**config.mk**
```make
export PLATFORM = sky130hd
export DESIGN_NAME = adc_ch_irq_status
export DESIGN_NICKNAME = d
export VERILOG_FILES = /design/src/rtl/adc_ch_irq_status.sv
export SDC_FILE = /design/constraint.sdc
export NUM_CORES = 1
export LEC_CHECK = 0
export BUFFER_PORTS_ARGS = -buffer_cell sky130_fd_sc_hd__buf_4
export CELL_PAD_IN_SITES_DETAIL_PLACEMENT = 1
export CELL_PAD_IN_SITES_GLOBAL_PLACEMENT = 2
export CORE_MARGIN = 4
export CORE_UTILIZATION = 11
export DETAILED_ROUTE_END_ITERATION = 10
export PLACE_DENSITY_LB_ADDON = 0.1
export SLEW_MARGIN = 20
export SYNTH_ARGS = -nofsm -noshare
export SYNTH_HDL_FRONTEND = slang
export SYNTH_SLANG_ARGS = --single-unit
```
**constraint.sdc**
```tcl
create_clock -name clk -period 1.6 [get_ports clk]
set_input_delay 0.08 -clock clk [delete_from_list [all_inputs] [get_ports clk]]
set_output_delay 0.08 -clock clk [all_outputs]
set_load 0.01 [all_outputs]
```
**src/rtl/adc_ch_irq_status.sv**
```systemverilog
module adc_ch_irq_status #(
  parameter int W = 32
) (
  input  logic         clk,
  input  logic         rst_n,
  input  logic         last_in_group,
  input  logic         pulse_mode,
  input  logic         ev_grp_done,
  input  logic         ev_grp_cancel,
  input  logic         ev_range,
  input  logic         ev_pulse,
  input  logic         ev_res_valid,
  input  logic         ev_pickup_ack,
  input  logic         wr_en,
  input  logic [W-1:0] wr_data,
  input  logic [W-1:0] irq_mask,
  output logic [W-1:0] status,
  output logic         irq
);
  localparam int B_GD = 0;
  localparam int B_GC = 1;
  localparam int B_GO = 2;
  localparam int B_RG = 8;
  localparam int B_PL = 9;
  localparam int B_CO = 10;

  logic gd_q, gc_q, go_q, rg_q, pl_q, co_q, pend_q;
  logic set_gd, set_gc, set_go, set_rg, set_pl, set_co;
  logic [W-1:0] clr;

  assign clr    = wr_en ? wr_data : '0;
  assign set_gd = last_in_group & ev_grp_done;
  assign set_gc = last_in_group & ev_grp_cancel;
  assign set_go = set_gd & gd_q;
  assign set_rg = ~pulse_mode & ev_range;
  assign set_pl = pulse_mode & ev_pulse;
  assign set_co = (set_rg & rg_q) | (set_pl & pl_q)
                | (ev_res_valid & pend_q & ~ev_pickup_ack);

  always_ff @(posedge clk or negedge rst_n) begin
    if (!rst_n) begin
      gd_q <= 1'b0; gc_q <= 1'b0; go_q <= 1'b0;
      rg_q <= 1'b0; pl_q <= 1'b0; co_q <= 1'b0;
      pend_q <= 1'b0;
    end else begin
      gd_q <= set_gd | (gd_q & ~clr[B_GD]);
      gc_q <= set_gc | (gc_q & ~clr[B_GC]);
      go_q <= set_go | (go_q & ~clr[B_GO]);
      rg_q <= set_rg | (rg_q & ~clr[B_RG]);
      pl_q <= set_pl | (pl_q & ~clr[B_PL]);
      co_q <= set_co | (co_q & ~clr[B_CO]);
      if (ev_res_valid)       pend_q <= 1'b1;
      else if (ev_pickup_ack) pend_q <= 1'b0;
    end
  end

  always_comb begin
    status       = '0;
    status[B_GD] = gd_q;
    status[B_GC] = gc_q;
    status[B_GO] = go_q;
    status[B_RG] = rg_q;
    status[B_PL] = pl_q;
    status[B_CO] = co_q;
  end

  always_ff @(posedge clk or negedge rst_n) begin
    if (!rst_n) irq <= 1'b0;
    else        irq <= |(status & irq_mask);
  end


  grp_gate_chk: assert property (@(posedge clk) disable iff (!rst_n)
    !last_in_group |=> ((status[2:0] & ~$past(status[2:0])) == 3'b000));


  grp_overflow_chk: assert property (@(posedge clk) disable iff (!rst_n)
    (last_in_group && ev_grp_done && status[B_GD]) |=> status[B_GO]);


  mode_excl_chk: assert property (@(posedge clk) disable iff (!rst_n)
    pulse_mode |=> !(status[B_RG] && !$past(status[B_RG])));


  set_wins_chk: assert property (@(posedge clk) disable iff (!rst_n)
    (ev_range && !pulse_mode && wr_en && wr_data[B_RG]) |=> status[B_RG]);


  pickup_ovf_chk: assert property (@(posedge clk) disable iff (!rst_n)
    (ev_res_valid && pend_q && !ev_pickup_ack) |=> status[B_CO]);
endmodule

```
Word-level counts from Yosys, hierarchy flattened
Index checks and enable logic that the tools add are counted.
- muxes and demuxes: 3
- bitwise operators: 32
- reductions and logical operators: 2
- operators by type and width (kind ; count):
    $and 11x32->32 ; 1
    $reduce_or 32->1 ; 1
    $and 1x1->1 ; 15
    $mux 11 ; 1
    $not 1->1 ; 8
    $or 1x1->1 ; 8
    $mux 1 ; 2
    $reduce_bool 2->1 ; 1
- register bits after elaboration: 8
- bits of input ports: 75
- word-level logic and storage cells: 45

Depth between registers and ports, before layout
- depth after elaboration: 6
- depth in mapped cells: 3
- depth with buffers taken out: 3

Worst setup path after synthesis
No wires, ideal clock.
- path kind: reg2reg
- from: reg rg_q
- to: reg irq
- library setup time: 0.131 ns
- arrival: 0.620 ns
- required time: 1.469 ns
- slack: 0.850 ns
- stages on the path, launching flop included: 3
- buffers on the path: 0
- period minus slack after synthesis: 0.750 ns
- cells stage by stage: dfrtp_1 -> a22oi_1 -> nand3_1
- word-level cells in the longest chain between the ends: 2
- RTL lines (what ; RTL line ; text):
    start, declared ; 27 ; logic gd_q, gc_q, go_q, rg_q, pl_q, co_q, pend_q;
    start signal, assigned ; 49 ; rg_q <= set_rg | (rg_q & ~clr[B_RG]);
    $and 11x32->32 ; 69 ; else irq <= |(status & irq_mask);
    $reduce_or 32->1 ; 69 ;
    end signal, assigned ; 69 ;
    end, declared ; 18 ; output logic irq
No other way between the ends.
A chain may end at the register's enable or synchronous reset.

Worst setup path after layout
- from: reg rg_q
- to: out status[8]
- RTL lines (what ; RTL line ; text):
    end, declared ; 17 ; output logic [W-1:0] status,
No word-level cell between the ends.

==> run_results.csv <==
group,metric,value,unit
power,vdd_drop_max,167,µV
critical_path,rr_endpoint,"irq$_DFF_PN0_",
place,dp_slack,0.759,ns
synth,synth-warning-count,0,
critical_path,r2r-start,"rg_q$_DFF_PN0_",
clock_network,holdBufCountCts,1,
critical_path,cp_max_fo,4,
critical_path,cp-startpoint,"rg_q$_DFF_PN0_",
synth,async_reset_ff_share,100,%
synth,synthTopCellsByCount,"buf_4, dfrtp_1, nand2_1",
clock_network,cts_root_buffer,"clkbuf_8",
critical_path,cp.required,1.52,ns
synth,ys.flop_type,"dfrtp_1",
route,vias,432,
route,viasPerCell,2.73,
critical_path,crit_cells,1,
critical_path,rrSetupSlack,0.78,ns
clock_network,cts-resized-gates,0,
critical_path,worst_r2r_path_depth,2,
synth,netlist_instances,62,
sta,worst_slack,0.721,ns
hold_path,hp-class,"in2reg",
sta,hold_ws,0.0449,ns
global_routing,antenna_found_initial,0,
synth,yosysMostFrequentCell,"buf_4",
clock_network,insertion_delay,0.23,ns
floorplan,fp.coreArea,5110,µm²
critical_path,endpoint_kind,"output port",
global_routing,grt_pass1_vias,484,
hold_path,hold_depth,2,
floorplan,die_y,80.4,µm
sta,hold_violations,0,
synth,synth_edf_count,0,
clock_network,path_clk_slew,0.04,ns
global_routing,grt_usage,4.80,%
place,port_buffers,29,
sta,setup_violations,0,
clock_network,cts_buffers,3,
global_routing,grt_pass1_wl,2.30,mm
clock_network,cts_buffer_depth,2,
floorplan,fp.dieArea,6470,µm²
layout,drive_above_1_share,36.4,%
route,drt-total-wl,1.59,mm
floorplan,die_w,80.4,µm
route,ant_nets,0,
critical_path,critPathCapture,"status[8]",
route,drc,0,
sta,skew,0.00293,ns
global_routing,grt_max_degree,9,
synth,syn_area,577,µm²
route,drt_iter0_drc,9,
layout,n_antenna_cell,0,
clock_network,cts_setup_buffers,0,
sta,timing.fmax,1.14,GHz
route,dr.pass1.iters,4,
global_routing,grt_overflow,0,
critical_path,critPathBufInv,1,
sta,min_period,0.879,ns
sta,maxSlewViolCount,0,
synth,syn_avg_cell_area,9.30,µm²
place,placedInstanceArea,736,µm²
critical_path,arrival,0.80,ns
layout,syn_to_final_growth,36.4,%
layout,design_area,787,µm²
synth,synth_cell_type_count,12,
sta,rsz0062_at_grt,"no",
critical_path,slowest_stage,"dfrtp_1",
floorplan,row_count,26,
layout,fin_nets,165,
floorplan,start_util,11.3,%
route,routedWlPerCell,10.0,µm
run,drv_cap,0,
power,power_density,831,nW/µm²
synth,yosysTopAreaCell,"buf_4",
sta,period_share,54.9,%
run_status,status,"finished clean",
clock_network,cts.sinks,8,
clock_network,h-tree-depth,1,
place,gp_congestion,0.633,
critical_path,cp-start-kind,"flop",
clock_network,tritoncts,"built",
critical_path,cp_cell_sequence,"buf_4",
synth,netlist_top_cells_area,"buf_4, dfrtp_1, nand2_1",
synth,ys_seq_elements,8,
critical_path,crit_type,"reg2out",
critical_path,path_delay_family,"flip-flops",
floorplan,ios,108,
sta,fin_tns_setup,0,ns
power,leakagePower,0.400,nW
synth,synth_top_area_share,41.6,%
critical_path,crit_path_max_incr_delay,0.41,ns
synth,synth_seq_area_share,34.7,%
[metrics by stage]
step,power [W],util [%],instances
after floorplan,0.000390,-,87
final,0.000654,15.4,158
after global placement,0.000418,14.4,154
after detailed placement,0.000417,14.4,154
after CTS,0.000671,15.4,158
after global routing,0.000706,15.4,158
[routing by layer]
layer,track usage [%],wire [µm],vias to the layer above
li1,-,-,203
met1,4.84,589,196
met2,8.61,823,33
met3,1.35,173,0
met4,3.04,0,0
met5,0,0,-
[cell type report]
| class | instances | area, µm² |
|---|---|---|
| clock buffers | 3 | 41.3 |
| inverters | 1 | 3.75 |
| multi-input cells | 46 | 226 |
| flip-flops and latches | 8 | 200 |
| well taps | 70 | 87.6 |
| fillers | 610 | 4320 |
| repair buffers | 30 | 228 |
[worst register-to-register path, cell delays in order (launching register included)]
cell and delay [ns]:
dfrtp_1 0.41, a22oi_1 0.20, nand3_1 0.09
[cells by family after synthesis]
logic type / count (synthesis) / synth area share [%]
DFF: 8 / 34.7
buffers and inverters: 33 / 42.3
other: 1 / 0.650
and+or+nand+nor: 9 / 6.51
AOI/OAI and AO/OA: 11 / 15.8
[where the power goes]
| part | total (W) | internal [W] | switching (W) |
|---|---|---|---|
| Clock | 0.000240 | 0.000163 | 0.0000775 |
| Combinational | 0.000164 | 0.0000845 | 0.0000799 |
| Sequential | 0.000249 | 0.000227 | 0.0000220 |
| Total | 0.000654 | 0.000474 | 0.000179 |
[state kept, by name, summed over array words and instances, names as in the netlist]
register / flops
irq: 1
pl_q: 1
gc_q: 1
go_q: 1
rg_q: 1
co_q: 1
gd_q: 1
pend_q: 1
[worst min-delay path by stage]
stage               slack, ns            endpoint         start
floorplan               -0.22      co_q$_DFF_PN0_         rst_n
global placement        -0.09      gc_q$_DFF_PN0_         rst_n
detailed placement      -0.09      gc_q$_DFF_PN0_         rst_n
CTS                      0.04  pend_q$_DFFE_PN0P_  ev_res_valid
global route             0.04  pend_q$_DFFE_PN0P_  ev_res_valid
finish                   0.04  pend_q$_DFFE_PN0P_  ev_res_valid
[layout by cell type (no fill, tap or decap), drive strengths merged]
cell type	count
dlygate4sd3	1
nand3	1
a22o	3
buf	29
a32o	1
inv	1
a32oi	2
a22oi	3
conb	26
clkbuf	3
nor2b	1
nand2	7
a21o	2
dfrtp	8
No activity file was read; power rests on OpenSTA's default activity.
